$ cat config.mk
export PLATFORM = sky130hd
export DESIGN_NAME = wdt_timer
export DESIGN_NICKNAME = d
export VERILOG_FILES = /design/src/rtl/wdt_timer.sv
export SDC_FILE = /design/constraint.sdc
export NUM_CORES = 1
export LEC_CHECK = 0
export BUFFER_PORTS_ARGS = -buffer_cell sky130_fd_sc_hd__clkbuf_2
export CORE_UTILIZATION = 48
export CTS_BUF_LIST = sky130_fd_sc_hd__clkbuf_16
export DETAILED_ROUTE_END_ITERATION = 10
export GPL_TIMING_DRIVEN = 0
export HOLD_SLACK_MARGIN = 0.08
export PLACE_DENSITY_LB_ADDON = 0.08
export SLEW_MARGIN = 0
export SYNTH_ARGS = -nofsm -noshare
export SYNTH_HDL_FRONTEND = slang
export SYNTH_SLANG_ARGS = --single-unit
$ cat constraint.sdc
create_clock -name clk -period 1.8 [get_ports clk]
set_input_delay 0.36 -clock clk [delete_from_list [all_inputs] [get_ports clk]]
set_output_delay 0.36 -clock clk [all_outputs]
set_load 0.02 [all_outputs]
$ cat src/rtl/wdt_timer.sv
module wdt_timer #(
  parameter int W         = 8,
  parameter int PULSE_CYC = 4
) (
  input  logic         clk,
  input  logic         rst_n,
  input  logic [3:0]   tick_en,
  input  logic         cfg_we,
  input  logic [1:0]   cfg_mode,
  input  logic [1:0]   cfg_src,
  input  logic         cfg_pulse,
  input  logic         val_we,
  input  logic [W-1:0] val_data,
  input  logic         stat_we,
  input  logic [1:0]   stat_wdata,
  input  logic         stat_rd,
  output logic [1:0]   stat_q,
  output logic         irq,
  output logic         rst_req
);
  localparam int PW = $clog2(PULSE_CYC + 1);
  localparam logic [1:0] M_OFF = 2'b00, M_WRST = 2'b10, M_CD = 2'b11;

  logic [1:0]   mode_q, src_q;
  logic         pulse_q, cd_flag, wd_flag;
  logic [W-1:0] reload_q, cnt_q;
  logic [PW-1:0] pcnt_q;

  wire tick   = tick_en[src_q];
  wire step   = tick && (mode_q != M_OFF) && (cnt_q != '0) && !val_we;
  wire expire = step && (cnt_q == W'(1));
  wire cd_set = expire && (mode_q == M_CD);
  wire wd_set = expire && (mode_q != M_CD);

  always_ff @(posedge clk) begin
    if (!rst_n) begin
      mode_q   <= M_OFF;
      src_q    <= '0;
      pulse_q  <= 1'b0;
      reload_q <= '0;
      cnt_q    <= '0;
    end else begin
      if (cfg_we) begin
        mode_q  <= cfg_mode;
        src_q   <= cfg_src;
        pulse_q <= cfg_pulse;
      end
      if (val_we) begin
        reload_q <= val_data;
        cnt_q    <= val_data;
      end else if (expire) begin
        cnt_q <= (mode_q == M_CD) ? reload_q : '0;
      end else if (step) begin
        cnt_q <= cnt_q - W'(1);
      end
    end
  end

  always_ff @(posedge clk) begin
    if (!rst_n) begin
      cd_flag <= 1'b0;
      wd_flag <= 1'b0;
      pcnt_q  <= '0;
    end else begin
      if (cd_set)                          cd_flag <= 1'b1;
      else if (stat_we && !stat_wdata[0])  cd_flag <= 1'b0;
      if (wd_set)                          wd_flag <= 1'b1;
      else if (val_we || stat_rd)          wd_flag <= 1'b0;
      if (cd_set)                          pcnt_q <= PW'(PULSE_CYC);
      else if (pcnt_q != '0)               pcnt_q <= pcnt_q - PW'(1);
    end
  end

  wire cd_irq = pulse_q ? (cd_flag && (pcnt_q != '0)) : cd_flag;

  assign stat_q  = {wd_flag, cd_flag};
  assign irq     = (mode_q == M_CD) ? cd_irq : ((mode_q != M_OFF) && wd_flag);
  assign rst_req = (mode_q == M_WRST) && wd_flag;
endmodule


==> results of run 1 <==
[area by class of cell]
type,instances,area [sq um],area share [%]
multi-input combinational,123,935,48.3
sequential,26,542,28.0
timing repair buffer,36,226,11.7
tap,31,38.8,2.00
inverter,10,37.5,1.94
clock inverter,1,30.0,1.55
clock buffer,3,75.1,3.88
buffer,10,51.3,2.65
[sequential cells by signal (all words and copies together) (netlist names)]
register and flops:
cnt_q 8, reload_q 8, pcnt_q 3, mode_q 2, src_q 2, cd_flag 1
pulse_q 1, wd_flag 1
[kinds of logic (layout without fill, tap and decap cells)]
kind of cell             after synthesis  after routing
buffers and inverters                 21             60
adder cells (fa/ha/maj)                6              6
AND/OR/NAND/NOR                       57             57
multiplexers                          13             13
AO/OA/AOI/OAI                         42             42
flip-flops                            26             26
XOR/XNOR                               5              5
[what timing repair did]
item,CTS,global route
resized for setup,22,14
setup endpoints to repair,13,14
pin swaps,12,8
gates cloned,0,0
hold endpoints to repair,0,0
buffers inserted,7,3
[power groups by stage]
stage	logic, mW	registers (mW)	clock network, mW
3_5_place_dp	0.367	0.694	0
2_1_floorplan	0.285	0.682	0
5_1_grt	0.589	0.699	0.684
6_report	0.539	0.690	0.648
4_1_cts	0.485	0.684	0.654
3_3_place_gp	0.356	0.692	0
[worst min-delay path, cell delays in order]
cell	delay (ps)
clkbuf_2	80
mux2i_1	60
nor2_1	70
[per-stage QoR]
stage	TNS [ps]	cell area (sq um)	worst slack, ps
after detailed placement	-2390	1630	-287
after CTS	-121	1870	-25.7
final	-173	1940	-64.3
after floorplan	0	1460	4.55
after global routing	-514	1940	-64.4
after global placement	-2240	1630	-276
[cells in the final DEF (no fill, tap or decap), types with 2 or more instances in the layout]
master | netlist | routed
nand4_1 | 3 | 3
nand2_1 | 16 | 15
dfxtp_4 | 0 | 4
ha_2 | 0 | 2
inv_1 | 10 | 8
ha_4 | 0 | 2
o221ai_1 | 3 | 3
mux2i_1 | 13 | 13
buf_2 | 1 | 2
clkbuf_2 | 0 | 25
o22ai_1 | 2 | 2
xor2_1 | 2 | 2
a21oi_1 | 11 | 11
ha_1 | 6 | 2
inv_2 | 0 | 2
a31oi_1 | 3 | 3
clkbuf_1 | 6 | 4
xnor2_1 | 3 | 3
buf_4 | 3 | 11
a21o_1 | 2 | 2
nor2_1 | 14 | 14
dfxtp_2 | 0 | 5
clkbuf_16 | 0 | 3
o211ai_1 | 2 | 2
a41oi_1 | 4 | 3
and3_1 | 4 | 4
nand3_1 | 9 | 7
dfxtp_1 | 26 | 17
o21ai_0 | 9 | 8
[metal layers]
metal / global-route usage [%] / share of wire, %
met2: 42.5 / 50
met5: 0 / 0
met1: 28.1 / 40
met3: 3.69 / 8.6
met4: 8.93 / 1.5
[worst min path at each step]
stage	startpoint	to	slack, ps	cells past startpoint
after global routing	cfg_pulse	pulse_q	360	3
after CTS	cfg_mode[1]	mode_q[1]	340	3
after global placement	reload_q[3]	reload_q[3]	460	2
final	cfg_mode[1]	mode_q[1]	340	3
after floorplan	reload_q[2]	reload_q[2]	450	2
after detailed placement	reload_q[3]	reload_q[3]	460	2
==> run metrics, run 1 <==
Crit path largest cell delay=approximately 540 ps; Total Wirelength=3.77 mm; Final nets=approximately 240; GRT Overall Usage=23.7%; DRC viols=6; cell leakage power=0.841 nW; initial core utilization=~51%; mux cell area share after synthesis=9.06%; CTS clk-pin slew, worst paths=~70 ps; kind of critical path=reg -> reg; Via density=5.95; Seq/Total Area, Yosys=36.2%; Switching Fraction=27.3%; largest net degree at the start of global routing=16; Post-synth top flop=dfxtp_1; WP buf/inv=0; Die ar.=~3200 sq um; top cell type's share of synthesized area=36.2%; Cells after DPL=roughly 230; clock power share=around 35%; Synth Instances=170; CTS buffer count=3; htree depth=1; I/O Buffers=26; Req. time, crit path=1980 ps; Hold Slack=between 300 and 400 ps; initial antenna violation count=0; minimum clock period=1860 ps; Mapped Area=1440 sq um; global-route wire length before repair=5.95 mm; maximum vdd drop=495 uV; fin util=69.0%; Hold Crit Class=in -> reg; crit-path cells=or4_4 -> nor3b_4 -> and2_4 -> o211ai_1 -> a31oi_1; clock buffer depth=2; pwr/cell area=970 nW/um^2; n_diodes=0; CTS tree=done; Adder-Cell Fraction of Synth Area=5.23%; Reg2Reg Launch Point=cnt_q[3]; failing checks=design-rule violations, negative setup slack; CP Max Fanout=8; count of final hold-check violations=0; Detailed Place HPWL=2.43 mm; num ports=29; Die Y-Extent=56.7 um; cell taking the most area after synthesis=dfxtp_1; CP Depth=5; Final Max Slew Viols=0; Rel. slew slack=between 60% and 70%; status=finished with violations; top cells by count, synth=26 x dfxtp_1, 16 x nand2_1, 14 x nor2_1; sw power=512 uW; internal power=1.37 mW; Worst Setup Start Kind=register; layout cells sized above 1=35.4%; period utilisation layout=104%; Sequential Power Share=a little under two fifths; post-synthesis simple-gate area fraction=20.5%; Synth cell types=37; First DRT Iteration DRCs=104; Finish-stage setup viols=7; Post-DRT Antenna Nets=0; FF-to-FF End=cnt_q[2]; CP Launch Point=cnt_q[3]; Synth async-reset ratio=0%; FF-to-FF path depth=5; Max Cap Viol=0; routed vias=around 1400; Layout area overhead=34.8%; Worst Tran Pin Value=595 ps; crit path to=cnt_q[2]; reg2reg setup slack=-60 ps; Die W=56.7 um; drt first pass iters=7; delay-heaviest family, CP=simple AND/OR/NAND/NOR gates; Congestion Overflow GR=0; Yosys reg bits=26; crit path DAT=between 2000 and 2500 ps; CORE AREA=2810 sq um; routability-driven placement congestion ratio=about 0.89; syn avg cell area=8.45 sq um; WL/cell=about 16 um; skew final=between 5 and 6 ps; combinational share of power=between 20% and 30%; CTS sink count=26; Slowest cell on crit path=or4_4; Ys Warns=0; synth top area cells=dfxtp_1 36%, mux2i_1 9.1%, ha_1 5.2%; vias in the first global route=1353; main combinational cell family by area after synthesis=simple AND/OR/NAND/NOR gates; # fillers=209; Synth Area in Compound Gates=19.6%; Post-CTS Hold Fix Bufs=0; clock latency at the later pin of the worst-skew pair=between 200 and 300 ps; std cell rows=19; Post-synth EDFFs=0; most numerous cell in the Yosys netlist=dfxtp_1; CTS Root Cell=clkbuf_16; Net Count, Synth=201; f_max=536 MHz; worst setup margin=-64.3 ps; Synth Area in XOR/XNOR=under 10%; Power, Total=1.88 mW; CP endpoint kind=register; RSZ-0062 raised after global routing=true; Non-Filler Instances=240
No activity file was read; power rests on OpenSTA's default activity.
==> run 2, diff against run 1 <==
--- a/config.mk
+++ b/config.mk
@@ -6,7 +6,7 @@
 export NUM_CORES = 1
 export LEC_CHECK = 0
 export BUFFER_PORTS_ARGS = -buffer_cell sky130_fd_sc_hd__clkbuf_2
-export CORE_UTILIZATION = 48
+export CORE_UTILIZATION = 50
 export CTS_BUF_LIST = sky130_fd_sc_hd__clkbuf_16
 export DETAILED_ROUTE_END_ITERATION = 10
 export GPL_TIMING_DRIVEN = 0
==> constraint.sdc (replaced) <==
create_clock -name clk -period 2.3 [get_ports clk]
set_input_delay 0.46 -clock clk [delete_from_list [all_inputs] [get_ports clk]]
set_output_delay 0.46 -clock clk [all_outputs]
set_load 0.02 [all_outputs]
==> run metrics, run 2 (synthesized netlist as in run 1, its figures left out) <==
kind of critical path=reg -> out; initial antenna violation count=0; Finish-stage setup viols=0; skew final=2.46 ps; routability-driven placement congestion ratio=0.857; I/O Buffers=26; Die Y-Extent=55.6 um; count of final hold-check violations=0; Post-DRT Antenna Nets=0; fin util=62.2%; RSZ-0062 raised after global routing=false; maximum vdd drop=roughly 660 uV; initial core utilization=52.5%; num ports=29; clock buffer depth=2; largest net degree at the start of global routing=15; Max Cap Viol=0; drt first pass iters=7; minimum clock period=2150 ps; most frequent cells in the layout=27 x clkbuf_2, 25 x dfxtp_1, 16 x nand2_1, 14 x nor2_1, 13 x mux2i_1; grt met2 use=a little under two fifths; CTS clk-pin slew, worst paths=around 60 ps; Worst Tran Pin Value=between 600 and 700 ps; Layout area overhead=18.3%; CTS buffer count=3; n_diodes=0; # fillers=between 200 and 250; Via density=around 5.8; CP Max Fanout=5; Worst Setup Start Kind=register; setup TNS=0 ps; std cell rows=19; Die ar.=3090 sq um; layout cells sized above 1=20.4%; status=finished with violations; routed vias=1337; htree depth=1; period utilisation layout=93.6%; WL/cell=14.6 um; Hold Crit Class=in -> reg; pwr/cell area=709 nW/um^2; f_max=around 460 MHz; Detailed Place HPWL=about 2.4 mm; CP endpoint kind=output port; crit path DAT=1690 ps; most common cell after layout, fill and taps aside=clkbuf_2; First DRT Iteration DRCs=77; busiest layer in global routing=met2; Top Registers=cnt_q x8, reload_q x8, pcnt_q x3; Congestion Overflow GR=0; Total Wirelength=3.39 mm; Die W=55.6 um; cell leakage power=between 0.7 and 0.8 nW; clock latency at the later pin of the worst-skew pair=approximately 260 ps; global-route wire length before repair=5.62 mm; failing checks=design-rule violations; GRT Overall Usage=a little under a quarter; Final nets=233; Hold Slack=442 ps; CTS tree=done; DRC viols=2; CTS Root Cell=clkbuf_16; Final Max Slew Viols=0; met3 usage in global routing=3.26%; vias in the first global route=about 1300; Rel. slew slack=56.1%; GRT met1 Usage=around 28%; Req. time, crit path=1840 ps; CTS sink count=26; CORE AREA=2730 sq um
run 2: stage by stage:
step	cells	area (sq um)	power, mW	setup slack (ps)
finish	232	1700	1.20	146
CTS	231	1680	1.21	17.0
floorplan	170	1440	0.752	387
detailed placement	227	1610	0.827	40.8
global route	232	1700	1.28	27.0
global placement	227	1610	0.816	27.6
run 2: layout make-up:
| class | instances | area (sq um) | share of cell area, % |
|---|---|---|---|
| timing repair buffer | 27 | 138 | 8.10 |
| clock inverter | 1 | 3.75 | 0.221 |
| sequential | 26 | 522 | 30.7 |
| tap | 31 | 38.8 | 2.28 |
| multi-input combinational | 123 | 830 | 48.8 |
| inverter | 10 | 37.5 | 2.21 |
| clock buffer | 3 | 75.1 | 4.42 |
| buffer | 11 | 55.1 | 3.24 |
run 2: critical path, stage by stage, from the launching register on:
cell	delay [ps]
dfxtp_1	350
inv_1	50
ha_1	200
ha_1	260
nand2_1	90
nand3_1	70
o21ai_0	110
a21o_1	160
clkbuf_2	160
run 2: path summary, 6_finish.rpt:
check,endpoint,depth (start not counted),from,slack [ps]
hold reg to reg,reload_q[3],2,reload_q[3],470
setup / recovery,irq,8,pcnt_q[0],150
hold / removal,mode_q[1],3,cfg_mode[1],440
setup reg to reg,cnt_q[5],8,cnt_q[1],180
run 2: per-layer routing:
metal	up-vias	share of wire, %
met2	50	48
met5	-	0
met4	0	1.4
li1	672	-
met3	4	6.7
met1	611	44
run 2: what timing repair did:
action                                  in CTS  in global routing
hold buffers                                 0                  0
setup buffers                                0                  1
endpoints found under the setup margin       0                 11
gates resized for setup                      0                  4
run 2: where the power goes:
group	switching [mW]	leakage [nW]	total, mW	internal (mW)
clock	0.148	0.0385	0.380	0.232
combinational	0.151	0.507	0.290	0.139
sequential	0.0411	0.215	0.534	0.493
==> run 3, diff against run 2 <==
--- a/config.mk
+++ b/config.mk
@@ -6,7 +6,9 @@
 export NUM_CORES = 1
 export LEC_CHECK = 0
 export BUFFER_PORTS_ARGS = -buffer_cell sky130_fd_sc_hd__clkbuf_2
-export CORE_UTILIZATION = 50
+export CELL_PAD_IN_SITES_DETAIL_PLACEMENT = 0
+export CELL_PAD_IN_SITES_GLOBAL_PLACEMENT = 1
+export CORE_UTILIZATION = 43
 export CTS_BUF_LIST = sky130_fd_sc_hd__clkbuf_16
 export DETAILED_ROUTE_END_ITERATION = 10
 export GPL_TIMING_DRIVEN = 0
==> constraint.sdc (replaced) <==
create_clock -name clk -period 2.3 [get_ports clk]
set_input_delay 0.115 -clock clk [delete_from_list [all_inputs] [get_ports clk]]
set_output_delay 0.115 -clock clk [all_outputs]
set_load 0.02 [all_outputs]
==> run metrics, run 3 (synthesized netlist as in run 1, its figures left out) <==
status=complete, no violations; CP endpoint kind=register; Finish-stage setup viols=0; RSZ-0062 raised after global routing=false; global-route wire length before repair=approximately 5.7 mm; Worst Setup Start Kind=register; Slowest cell on crit path=dfxtp_1; Max Cap Viol=0; setup TNS=0 ps; clock buffer depth=2; CTS buffer count=3; Congestion Overflow GR=0; Hold Crit Class=in -> reg; FF-to-FF path depth=8; CTS clk-pin slew, worst paths=70 ps; Reg2Reg Launch Point=cnt_q[1]; clock power share=between 30% and 40%; CTS sink count=26; routed vias=1340; Final Max Slew Viols=0; period utilisation layout=93.9%; hold depth=3; Die W=59.8 um; layout cells sized above 1=20.9%; First DRT Iteration DRCs=54; Die ar.=3580 sq um; dpl cell area=roughly 1600 sq um; Top Registers=cnt_q x8, reload_q x8, pcnt_q x3; Layout area overhead=19.9%; Req. time, crit path=2460 ps; CORE AREA=3100 sq um; Post-CTS Hold Fix Bufs=0; most common cell after layout, fill and taps aside=clkbuf_2; CTS Root Cell=clkbuf_16; hold path startpoint=cfg_mode[0]; WL/cell=14.4 um; cell leakage power=approximately 0.77 nW; crit path DAT=2320 ps; f_max=463 MHz; num ports=29; Switching Fraction=around 29%; largest net degree at the start of global routing=15; CP Max Fanout=8; sw power=351 uW; std cell rows=20; routability-driven placement congestion ratio=0.847; Final nets=233; Via density=5.47; kind of critical path=reg -> reg; maximum vdd drop=327 uV; initial antenna violation count=0; post-route cell area=around 1700 sq um; combinational share of power=24.1%; Post-DRT Antenna Nets=0; Rel. slew slack=54.4%; initial core utilization=46.3%; DRC viols=0; Die Y-Extent=between 50 and 60 um; I/O Buffers=26; hold endpoint=mode_q[0]; clock latency at the later pin of the worst-skew pair=roughly 260 ps; pwr/cell area=706 nW/um^2; internal power=865 uW; drt first pass iters=4; FF-to-FF End=pcnt_q[1]; crit-path cells=inv_1 -> ha_1 -> nor3b_2 -> nor3b_4 -> and2_1 -> buf_4 -> nand3_1 -> and3_1; Hold Slack=90.2 ps; reg2reg setup slack=140 ps; Sequential Power Share=approximately 44%; Total Wirelength=3.54 mm; # fillers=about 330; minimum clock period=2160 ps; count of final hold-check violations=0; Crit path largest cell delay=440 ps; n_diodes=0; CTS tree=done; vias in the first global route=1295; Detailed Place HPWL=roughly 2.5 mm; most frequent cells in the layout=27 x clkbuf_2, 25 x dfxtp_1, 16 x nand2_1, 14 x nor2_1, 13 x mux2i_1; Worst Tran Pin Value=683 ps; htree depth=1; GRT Overall Usage=~22%; skew final=around 5.5 ps
## run 3: timing repair
item | CTS | global route
buffers inserted | 0 | 1
hold endpoints to repair | 0 | 0
gates resized for setup | 0 | 5
setup endpoints to repair | 0 | 11
## run 3: critical path, delay by kind of cell, from the launching register on
kind | cells | cell delay, ps
simple gates | 5 | 1050
buf+inv | 2 | 320
flops | 1 | 440
fa+ha+maj | 1 | 250
## run 3: layout make-up
class                           count  area [sq um]  area share, %
Multi-Input combinational cell    123           837           48.6
Sequential cell                    26           522           30.3
Timing Repair Buffer               27           138           7.99
Clock buffer                        3          75.1           4.36
Buffer                             11          55.1           3.20
Tap cell                           44          55.1           3.20
Inverter                           10          37.5           2.18
Clock inverter                      1          3.75          0.218
## run 3: how the worst max path moves through the flow
stage	from	cells past startpoint	end	slack, ps
after detailed placement	cnt_q[0]	8	pcnt_q[0]	10
after CTS	cnt_q[0]	8	pcnt_q[0]	5
after global placement	cnt_q[0]	8	pcnt_q[0]	-3
final	cnt_q[1]	8	pcnt_q[1]	140
after global routing	cnt_q[1]	8	pcnt_q[0]	8
after floorplan	cnt_q[0]	8	pcnt_q[1]	390
## run 3: metal layers
metal / GRT usage (%) / wire [um]
met1: 27.1 / 1660
met2: 37.8 / 1690
met3: 2.81 / 154
met4: 8.31 / 33
met5: 0 / 0
## run 3: power by group through the flow
| stage | Combinational, mW | Clock (mW) | Sequential (mW) |
|---|---|---|---|
| finish | 0.293 | 0.389 | 0.534 |
| global route | 0.330 | 0.412 | 0.540 |
| CTS | 0.290 | 0.396 | 0.532 |
| detailed placement | 0.288 | 0 | 0.543 |
| global placement | 0.279 | 0 | 0.541 |
| floorplan | 0.220 | 0 | 0.533 |
## run 3: stage by stage
| stage | power, mW | cells | setup WS [ps] | utilization (%) |
|---|---|---|---|---|
| 3_5_place_dp | 0.831 | 240 | 12.9 | 52.3 |
| 5_1_grt | 1.28 | 245 | 7.51 | 55.5 |
| 2_1_floorplan | 0.752 | 170 | 387 | - |
| 6_report | 1.22 | 245 | 140 | 55.5 |
| 4_1_cts | 1.22 | 244 | 4.88 | 54.8 |
| 3_3_place_gp | 0.820 | 240 | -3.21 | 52.3 |
